[src/rtl/sgw_pkg.sv]
package sgw_pkg;
  localparam int DATA_W     = 32;
  localparam int BEAT_BYTES = DATA_W / 8;
  localparam int KEEP_W     = BEAT_BYTES;
  localparam int LEN_W      = 23;
  localparam int APP_WORDS  = 5;
  localparam int IDX_W      = $clog2(APP_WORDS);

  // descriptor field offsets in bytes
  localparam int OFS_LINK = 0;
  localparam int OFS_BUF  = 8;
  localparam int OFS_CTRL = 24;
  localparam int OFS_STAT = 28;
  localparam int OFS_APP  = 32;

  localparam int EOP_BIT  = 26;
  localparam int SOP_BIT  = 27;
  localparam int DONE_BIT = 31;

  localparam logic [1:0] RSP_DECODE = 2'b10;

  typedef enum logic [3:0] {
    S_WAIT, S_RD_STAT, S_RD_CTRL, S_RD_LINK, S_RD_BUF,
    S_RD_APP, S_APP_OUT, S_RD_DATA, S_DATA_OUT, S_WR_STAT
  } walk_st_t;
endpackage

[src/rtl/sgw_len_track.sv]
module sgw_len_track
  import sgw_pkg::*;
#(
  parameter int LW = LEN_W,
  parameter int AW = 32
) (
  input  logic              clk,
  input  logic              rst_n,
  input  logic              load_i,
  input  logic [LW-1:0]     len_i,
  input  logic              take_i,
  output logic              rem_zero_o,
  output logic              final_o,
  output logic [KEEP_W-1:0] keep_o,
  output logic [AW-1:0]     ofs_o
);
  localparam logic [LW-1:0] STEP_L = LW'(BEAT_BYTES);
  localparam logic [AW-1:0] STEP_A = AW'(BEAT_BYTES);

  logic [LW-1:0] rem_q, rem_d;
  logic [AW-1:0] ofs_q, ofs_d;
  logic          en;

  always_comb begin
    for (int b = 0; b < KEEP_W; b++) keep_o[b] = (rem_q > LW'(b));
    final_o    = (rem_q <= STEP_L);
    rem_zero_o = (rem_q == '0);
    ofs_o      = ofs_q;
  end

  always_comb begin
    en    = load_i | take_i;
    rem_d = rem_q;
    ofs_d = ofs_q;
    if (load_i) begin
      rem_d = len_i;
      ofs_d = '0;
    end else if (take_i) begin
      rem_d = final_o ? '0 : rem_q - STEP_L;
      ofs_d = ofs_q + STEP_A;
    end
  end

  always_ff @(posedge clk or negedge rst_n) begin
    if (!rst_n) begin
      rem_q <= '0;
      ofs_q <= '0;
    end else if (en) begin
      rem_q <= rem_d;
      ofs_q <= ofs_d;
    end
  end

  AST_TAKE_NONEMPTY: assert property (@(posedge clk) disable iff (!rst_n)
    take_i |-> !rem_zero_o);
endmodule

[src/rtl/sgw_hold.sv]
module sgw_hold #(
  parameter int W = 33
) (
  input  logic         clk,
  input  logic         rst_n,
  input  logic         load_i,
  input  logic [W-1:0] din_i,
  input  logic         ready_i,
  output logic         valid_o,
  output logic [W-1:0] dout_o
);
  logic         valid_q, valid_d;
  logic [W-1:0] data_q;

  always_comb begin
    valid_d = valid_q;
    if (valid_q && ready_i) valid_d = 1'b0;
    if (load_i)             valid_d = 1'b1;
  end

  always_ff @(posedge clk or negedge rst_n) begin
    if (!rst_n) valid_q <= 1'b0;
    else        valid_q <= valid_d;
  end

  always_ff @(posedge clk or negedge rst_n) begin
    if (!rst_n)      data_q <= '0;
    else if (load_i) data_q <= din_i;
  end

  assign valid_o = valid_q;
  assign dout_o  = data_q;

  AST_HOLD_STABLE: assert property (@(posedge clk) disable iff (!rst_n)
    valid_o && !ready_i |=> valid_o && $stable(dout_o));
  AST_NO_OVERWRITE: assert property (@(posedge clk) disable iff (!rst_n)
    load_i |-> !valid_o);
endmodule

[src/rtl/sg_tx_walker.sv]
module sg_tx_walker
  import sgw_pkg::*;
#(
  parameter int AW = 32
) (
  input  logic              clk,
  input  logic              rst_n,
  input  logic              run_i,
  input  logic              cur_we_i,
  input  logic [AW-1:0]     cur_addr_i,
  input  logic              tail_we_i,
  input  logic [AW-1:0]     tail_addr_i,
  output logic              halted_o,
  output logic              idle_o,
  output logic              cmplt_o,
  output logic              err_dec_o,
  output logic              err_slv_o,
  output logic              mem_req_o,
  output logic              mem_we_o,
  output logic [AW-1:0]     mem_addr_o,
  output logic [DATA_W-1:0] mem_wdata_o,
  input  logic              mem_rsp_i,
  input  logic [1:0]        mem_rerr_i,
  input  logic [DATA_W-1:0] mem_rdata_i,
  output logic              dat_tvalid_o,
  input  logic              dat_tready_i,
  output logic [DATA_W-1:0] dat_tdata_o,
  output logic [KEEP_W-1:0] dat_tkeep_o,
  output logic              dat_tlast_o,
  output logic              ctl_tvalid_o,
  input  logic              ctl_tready_i,
  output logic [DATA_W-1:0] ctl_tdata_o,
  output logic              ctl_tlast_o
);
  localparam int               DAT_W     = 1 + KEEP_W + DATA_W;
  localparam int               CTL_W     = 1 + DATA_W;
  localparam logic [IDX_W-1:0] LAST_APP  = IDX_W'(APP_WORDS - 1);
  localparam logic [DATA_W-1:0] DONE_WORD = DATA_W'(1) << DONE_BIT;

  walk_st_t         st_q, st_d;
  logic [AW-1:0]    cur_q, cur_d, tail_q, tail_d, link_q, buf_q;
  logic             sop_q, eop_q;
  logic [IDX_W-1:0] idx_q, idx_d;
  logic             halted_q, halted_d, idle_q, idle_d, run_q;
  logic             cmplt_q, cmplt_d, edec_q, edec_d, eslv_q, eslv_d;
  logic             link_en, buf_en, flag_en;
  logic             len_load, len_take, ctl_load, dat_load;
  logic             rem_zero, fin_beat;
  logic [KEEP_W-1:0] keep_w;
  logic [AW-1:0]    ofs_w;
  logic             rsp_fire, rsp_bad, desc_rd, desc_err, go;
  logic [DAT_W-1:0] dat_din, dat_dout;
  logic [CTL_W-1:0] ctl_din, ctl_dout;

  // ---------------- memory port ----------------
  always_comb begin
    mem_req_o = (st_q != S_WAIT) && (st_q != S_APP_OUT) && (st_q != S_DATA_OUT);
    mem_we_o  = (st_q == S_WR_STAT);
    mem_wdata_o = DONE_WORD;
    case (st_q)
      S_RD_STAT, S_WR_STAT: mem_addr_o = cur_q + AW'(OFS_STAT);
      S_RD_CTRL:            mem_addr_o = cur_q + AW'(OFS_CTRL);
      S_RD_LINK:            mem_addr_o = cur_q + AW'(OFS_LINK);
      S_RD_BUF:             mem_addr_o = cur_q + AW'(OFS_BUF);
      S_RD_APP:             mem_addr_o = cur_q + AW'(OFS_APP) + AW'({idx_q, 2'b00});
      S_RD_DATA:            mem_addr_o = buf_q + ofs_w;
      default:              mem_addr_o = cur_q;
    endcase
  end

  assign rsp_fire = mem_req_o && mem_rsp_i;
  assign rsp_bad  = (mem_rerr_i != 2'b00);
  assign desc_rd  = (st_q == S_RD_STAT) || (st_q == S_RD_CTRL) || (st_q == S_RD_LINK) ||
                    (st_q == S_RD_BUF)  || (st_q == S_RD_APP);
  assign desc_err = rsp_fire && desc_rd && rsp_bad;
  assign go       = run_i && !halted_q && !idle_q;

  // ---------------- next state ----------------
  always_comb begin
    st_d = st_q;   cur_d = cur_q;   tail_d = tail_q;   idx_d = idx_q;
    halted_d = halted_q;  idle_d = idle_q;
    cmplt_d = 1'b0;  edec_d = 1'b0;  eslv_d = 1'b0;
    link_en = 1'b0;  buf_en = 1'b0;  flag_en = 1'b0;
    len_load = 1'b0; len_take = 1'b0; ctl_load = 1'b0; dat_load = 1'b0;

    if (run_i && !run_q) begin
      halted_d = 1'b0;
      idle_d   = 1'b0;
    end
    if (tail_we_i) tail_d = tail_addr_i;

    case (st_q)
      S_WAIT: begin
        if (cur_we_i) cur_d = cur_addr_i;
        if (go)       st_d  = S_RD_STAT;
      end
      S_RD_STAT: if (rsp_fire && !rsp_bad) begin
        if (mem_rdata_i[DONE_BIT]) begin
          halted_d = 1'b1;
          st_d     = S_WAIT;
        end else begin
          st_d = S_RD_CTRL;
        end
      end
      S_RD_CTRL: if (rsp_fire && !rsp_bad) begin
        flag_en  = 1'b1;
        len_load = 1'b1;
        st_d     = S_RD_LINK;
      end
      S_RD_LINK: if (rsp_fire && !rsp_bad) begin
        link_en = 1'b1;
        st_d    = S_RD_BUF;
      end
      S_RD_BUF: if (rsp_fire && !rsp_bad) begin
        buf_en = 1'b1;
        idx_d  = '0;
        st_d   = sop_q ? S_RD_APP : (rem_zero ? S_WR_STAT : S_RD_DATA);
      end
      S_RD_APP: if (rsp_fire && !rsp_bad) begin
        ctl_load = 1'b1;
        st_d     = S_APP_OUT;
      end
      S_APP_OUT: if (!ctl_tvalid_o) begin
        if (idx_q == LAST_APP) begin
          st_d = rem_zero ? S_WR_STAT : S_RD_DATA;
        end else begin
          idx_d = idx_q + 1'b1;
          st_d  = S_RD_APP;
        end
      end
      S_RD_DATA: if (rsp_fire) begin
        dat_load = 1'b1;
        len_take = 1'b1;
        st_d     = S_DATA_OUT;
      end
      S_DATA_OUT: if (!dat_tvalid_o) begin
        st_d = rem_zero ? S_WR_STAT : S_RD_DATA;
      end
      S_WR_STAT: if (rsp_fire) begin
        cmplt_d = eop_q;
        cur_d   = link_q;
        if (cur_q == tail_q) idle_d = 1'b1;
        st_d    = S_WAIT;
      end
      default: st_d = S_WAIT;
    endcase

    if (desc_err) begin
      halted_d = 1'b1;
      edec_d   = (mem_rerr_i == RSP_DECODE);
      eslv_d   = (mem_rerr_i != RSP_DECODE);
      st_d     = S_WAIT;
    end
    // a tail write landing with the tail write-back must not be lost
    if (tail_we_i) idle_d = 1'b0;
  end

  // ---------------- registers ----------------
  always_ff @(posedge clk or negedge rst_n) begin
    if (!rst_n) begin
      st_q     <= S_WAIT;
      cur_q    <= '0;
      tail_q   <= '0;
      idx_q    <= '0;
      halted_q <= 1'b1;
      idle_q   <= 1'b0;
      run_q    <= 1'b0;
      cmplt_q  <= 1'b0;
      edec_q   <= 1'b0;
      eslv_q   <= 1'b0;
    end else begin
      st_q     <= st_d;
      cur_q    <= cur_d;
      tail_q   <= tail_d;
      idx_q    <= idx_d;
      halted_q <= halted_d;
      idle_q   <= idle_d;
      run_q    <= run_i;
      cmplt_q  <= cmplt_d;
      edec_q   <= edec_d;
      eslv_q   <= eslv_d;
    end
  end

  always_ff @(posedge clk or negedge rst_n) begin
    if (!rst_n) begin
      link_q <= '0;
      buf_q  <= '0;
      sop_q  <= 1'b0;
      eop_q  <= 1'b0;
    end else begin
      if (link_en) link_q <= AW'(mem_rdata_i);
      if (buf_en)  buf_q  <= AW'(mem_rdata_i);
      if (flag_en) begin
        sop_q <= mem_rdata_i[SOP_BIT];
        eop_q <= mem_rdata_i[EOP_BIT];
      end
    end
  end

  // ---------------- datapath ----------------
  sgw_len_track #(.LW(LEN_W), .AW(AW)) u_len (
    .clk(clk), .rst_n(rst_n),
    .load_i(len_load), .len_i(mem_rdata_i[LEN_W-1:0]), .take_i(len_take),
    .rem_zero_o(rem_zero), .final_o(fin_beat), .keep_o(keep_w), .ofs_o(ofs_w)
  );

  assign dat_din = {eop_q && fin_beat, keep_w, mem_rdata_i};
  assign ctl_din = {idx_q == LAST_APP, mem_rdata_i};

  sgw_hold #(.W(DAT_W)) u_dat (
    .clk(clk), .rst_n(rst_n), .load_i(dat_load), .din_i(dat_din),
    .ready_i(dat_tready_i), .valid_o(dat_tvalid_o), .dout_o(dat_dout)
  );

  sgw_hold #(.W(CTL_W)) u_ctl (
    .clk(clk), .rst_n(rst_n), .load_i(ctl_load), .din_i(ctl_din),
    .ready_i(ctl_tready_i), .valid_o(ctl_tvalid_o), .dout_o(ctl_dout)
  );

  assign {dat_tlast_o, dat_tkeep_o, dat_tdata_o} = dat_dout;
  assign {ctl_tlast_o, ctl_tdata_o}              = ctl_dout;
  assign halted_o  = halted_q;
  assign idle_o    = idle_q;
  assign cmplt_o   = cmplt_q;
  assign err_dec_o = edec_q;
  assign err_slv_o = eslv_q;

  // ---------------- assertions ----------------
  AST_REQ_HOLD: assert property (@(posedge clk) disable iff (!rst_n)
    mem_req_o && !mem_rsp_i |=> mem_req_o && $stable(mem_addr_o) && $stable(mem_we_o));
  AST_PAUSED_QUIET: assert property (@(posedge clk) disable iff (!rst_n)
    (halted_o || idle_o) |-> !mem_req_o);
  AST_ERR_HALTS: assert property (@(posedge clk) disable iff (!rst_n)
    (err_dec_o || err_slv_o) |-> halted_o && !(err_dec_o && err_slv_o));
  AST_KEEP_SHAPE: assert property (@(posedge clk) disable iff (!rst_n)
    dat_tvalid_o |-> (dat_tkeep_o == 4'h1 || dat_tkeep_o == 4'h3 ||
                      dat_tkeep_o == 4'h7 || dat_tkeep_o == 4'hF));
  AST_STREAMS_EXCL: assert property (@(posedge clk) disable iff (!rst_n)
    !(dat_tvalid_o && ctl_tvalid_o));
endmodule

[config.mk]
export PLATFORM = sky130hd
export DESIGN_NAME = sg_tx_walker
export DESIGN_NICKNAME = d
export VERILOG_FILES = /design/src/rtl/sgw_pkg.sv /design/src/rtl/sgw_len_track.sv /design/src/rtl/sgw_hold.sv /design/src/rtl/sg_tx_walker.sv
export SDC_FILE = /design/constraint.sdc
export NUM_CORES = 1
export LEC_CHECK = 0
export CORE_MARGIN = 5
export CORE_UTILIZATION = 35
export CTS_CLUSTER_SIZE = 14
export DETAILED_ROUTE_END_ITERATION = 7
export DONT_BUFFER_PORTS = 1
export SETUP_SLACK_MARGIN = 0.15
export SKIP_LAST_GASP = 1
export SYNTH_ARGS = -nofsm -noshare
export SYNTH_HDL_FRONTEND = slang
export SYNTH_SLANG_ARGS = --single-unit
[constraint.sdc]
create_clock -name clk -period 3.1 [get_ports clk]
set_input_delay 0.155 -clock clk [delete_from_list [all_inputs] [get_ports clk]]
set_output_delay 0.155 -clock clk [all_outputs]
set_load 0.01 [all_outputs]
==> flow_metrics.env <==
export IMPL_status="complete, but fails checks"
export IMPL_violations="hold timing, setup timing"
export IMPL_synth_seq_area_share_pct=43.6
export IMPL_drv_slew=0
export IMPL_crit_path_start_kind="flip-flop"
export IMPL_peakVddDrop_v=0.000379
export IMPL_syn_to_final_growth_pct=32.6
export IMPL_fin_nets=2033
export IMPL_drive_gt1_share_pct=26.9
export IMPL_drt_iter0_markers=975
export IMPL_regArea_um2=6720
export IMPL_maxCapViolCount=0
export IMPL_clock_path_buffers=3
export IMPL_cp_end_kind="output port"
export IMPL_num_rows=76
export IMPL_setup_tns_ns=-2.91
export IMPL_dr_pass1_iters=5
export IMPL_hold_class="input pin to asynchronous set/reset pin"
export IMPL_rsz0062_at_grt="true"
export IMPL_worstPathRequired_ns=2.94
export IMPL_postCtsHoldBufs=134
export IMPL_synthArstFlopShare_pct=100
export IMPL_viasPerCell=5.38
export IMPL_hold_ws_ns=-0.674
export IMPL_grt_pass1_vias=13693
export IMPL_grt_max_degree=269
export IMPL_fill_cells=4000
export IMPL_die_h_um=220
export IMPL_synth_edf_count=0
export IMPL_synth_area_per_cell_um2=9.35
export IMPL_port_buffers=0
export IMPL_die_area_um2=48300
export IMPL_critical_path_arrival_ns=3.23
export IMPL_layout_setup_ws_ns=-0.283
export IMPL_via_count=13439
export IMPL_wl_met1_um=23800
export IMPL_ys_dominant_reg_cell="dfrtp_1"
export IMPL_cts_max_level=2
export IMPL_hold_viol_final=268
export IMPL_syn_area_um2=15400
export IMPL_start_util_pct=35.6
export IMPL_clkLatencyLatePin_ns=0.55
export IMPL_grt_first_pass_wirelength_um=83700
export IMPL_grt_total_usage_pct=22.5
export IMPL_path_max_fanout=3
export IMPL_routedWlPerCell_um=22.1
export IMPL_hpwl_um=38200
export IMPL_numCtsBuffers=34
export IMPL_max_freq_mhz=296
export IMPL_die_w_um=220
export IMPL_p_leak_uw=0.00902
export IMPL_drcViolationCount=0
export IMPL_cts_sinks=268
export IMPL_wl_met3_um=3310
export IMPL_relSlewSlack_pct=43.2
export IMPL_synth_warning_count=0
export IMPL_clk_pin_slew_worst_paths_ns=0.06
export IMPL_p_per_area_nw_per_um2=835
export IMPL_multi_input_area_um2=9000
export IMPL_highest_layer="met4"
export IMPL_ys_types=79
export IMPL_cts_root_buf="clkbuf_16"
export IMPL_fin_crit_sh_pct=109
export IMPL_synth_seq_cells=268
export IMPL_drt_total_wl_um=55300
export IMPL_grt_antenna_before_repair=1
export IMPL_num_io_pins=249
export IMPL_gp_congestion=0.931
export IMPL_ant_nets=0
export IMPL_fin_worst_skew_ns=0.0161
export IMPL_syn_inst=1646
export IMPL_critPathKind="flip-flop to output port"
export IMPL_grt_overflow=0
export IMPL_period_minus_slack_ns=3.38
export IMPL_tritoncts="built"
export IMPL_core_um2=43300
export IMPL_worstMarginPinSlew_ns=0.849
export IMPL_finalSetupViolations=16
export IMPL_met2_length_um=26200
-- critical path, stage by stage (launching register included) --
cell and delay [ns]:
dfrtp_1 0.41, ha_4 0.27, a211oi_4 0.26, o21bai_2 0.14, o211ai_1 0.20, buf_4 0.19
a21oi_4 0.08, o311ai_2 0.30, buf_4 0.17, nand3b_1 0.09, xor2_1 0.16, a221o_1 0.43
-- stage by stage --
step / setup WS (ns) / instance area (um2) / total power (uW) / utilization (%) / std cells
2_1_floorplan: 0.284 / 15500 / 9100 / - / 1676
3_3_place_gp: -0.0717 / 16600 / 11500 / 38.4 / 2263
3_5_place_dp: -0.0935 / 16600 / 11600 / 38.4 / 2263
4_1_cts: -0.244 / 20000 / 16700 / 46.3 / 2482
5_1_grt: -0.416 / 20400 / 18000 / 47.1 / 2496
6_report: -0.283 / 20400 / 17000 / 47.1 / 2496
-- flip-flops by register name, indices dropped and copies added (netlist names), 3 cells and up --
signal	flops
buf_q	32
cur_q	32
idx_q	3
link_q	32
st_q	4
tail_q	32
u_ctl.dout_o	33
u_dat.dout_o	37
u_len.ofs_o	30
u_len.rem_q	23
-- final cells by class --
type,count,share of cell area [%]
multi-input cells,1251,44.1
flip-flops and latches,268,32.9
repair buffers,297,13.1
clock buffers,48,4.93
well taps,585,3.59
clock inverters,12,0.681
inverters,34,0.638
diodes,1,0.0123
-- report_power, final --
part / internal, uW / switching (uW)
logic: 3270 / 4190
clock network: 2440 / 1570
registers: 4490 / 1080
total: 10200 / 6830
-- final timing paths --
kind / start / end / slack (ns) / cells past startpoint
min in group clk: tail_we_i / tail_q[11] / 0.03 / 2
min reg2reg: link_q[27] / link_q[27] / 0.50 / 1
min: rst_n / u_ctl.dout_o[23] / -0.67 / 0
max: u_len.ofs_o[3] / mem_addr_o[27] / -0.28 / 11
max reg2reg: st_q[0] / u_len.rem_q[17] / 0.35 / 8
max in group asynchronous: rst_n / cur_q[30] / 3.18 / 0
-- cells in the final DEF (no fill, tap or decap), types with 29 or more instances in the layout --
cell type and n:
o21ai_0 120, mux2i_1 34, nand3_1 36, nand4_1 29, xor2_1 38, a21oi_1 80, buf_4 146, mux2_2 128
clkbuf_16 35, inv_1 33, dfrtp_1 261, xnor2_1 31, dlygate4sd3_1 133, nand2_1 247, nor2_1 88, conb_1 32
-- routing by layer --
metal / vias up / track usage, %
met2: 392 / 37.1
li1: 6290 / -
met5: - / 0
met3: 102 / 4.38
met4: 0 / 8.18
met1: 6655 / 29.5
-- synthesized netlist by cell type, types with 10 or more instances --
cell / count / area share (%)
nor2_1: 102 / 2.5
nor4_1: 14 / 0.57
mux2_2: 128 / 9.4
xor2_1: 41 / 2.3
ha_1: 39 / 3.2
or3_1: 14 / 0.57
nand2_1: 256 / 6.2
o221ai_1: 15 / 0.85
dfrtp_1: 267 / 43
o211ai_1: 11 / 0.54
buf_2: 13 / 0.42
and3_1: 17 / 0.69
a21o_1: 12 / 0.59
xnor2_1: 36 / 2.0
o31ai_1: 10 / 0.49
nand3_1: 37 / 1.2
nand2b_1: 16 / 0.65
inv_1: 34 / 0.83
buf_4: 37 / 1.8
nor2b_1: 10 / 0.41
clkbuf_1: 62 / 1.5
nor3_1: 30 / 0.98
nand4_1: 29 / 1.2
and2_1: 12 / 0.49
mux2i_1: 35 / 2.3
o21ai_0: 140 / 4.6
a21oi_1: 91 / 3.0
-- cell families after synthesis --
family | share of synthesized area, %
xor+xnor | 4.38
compound gates | 14.7
simple gates | 17.4
other cells | 0.0488
fa+ha+maj | 3.43
flops | 43.6
buf+inv | 4.90
mux | 11.6
-- timing repair --
item                                    4_1_cts  5_1_grt
gates resized for setup                     155       59
endpoints found under the hold margin       493      268
pin swaps                                    63       40
endpoints found under the setup margin       29       29
setup buffers                                25       13
Power figures use the tool's default switching activity.
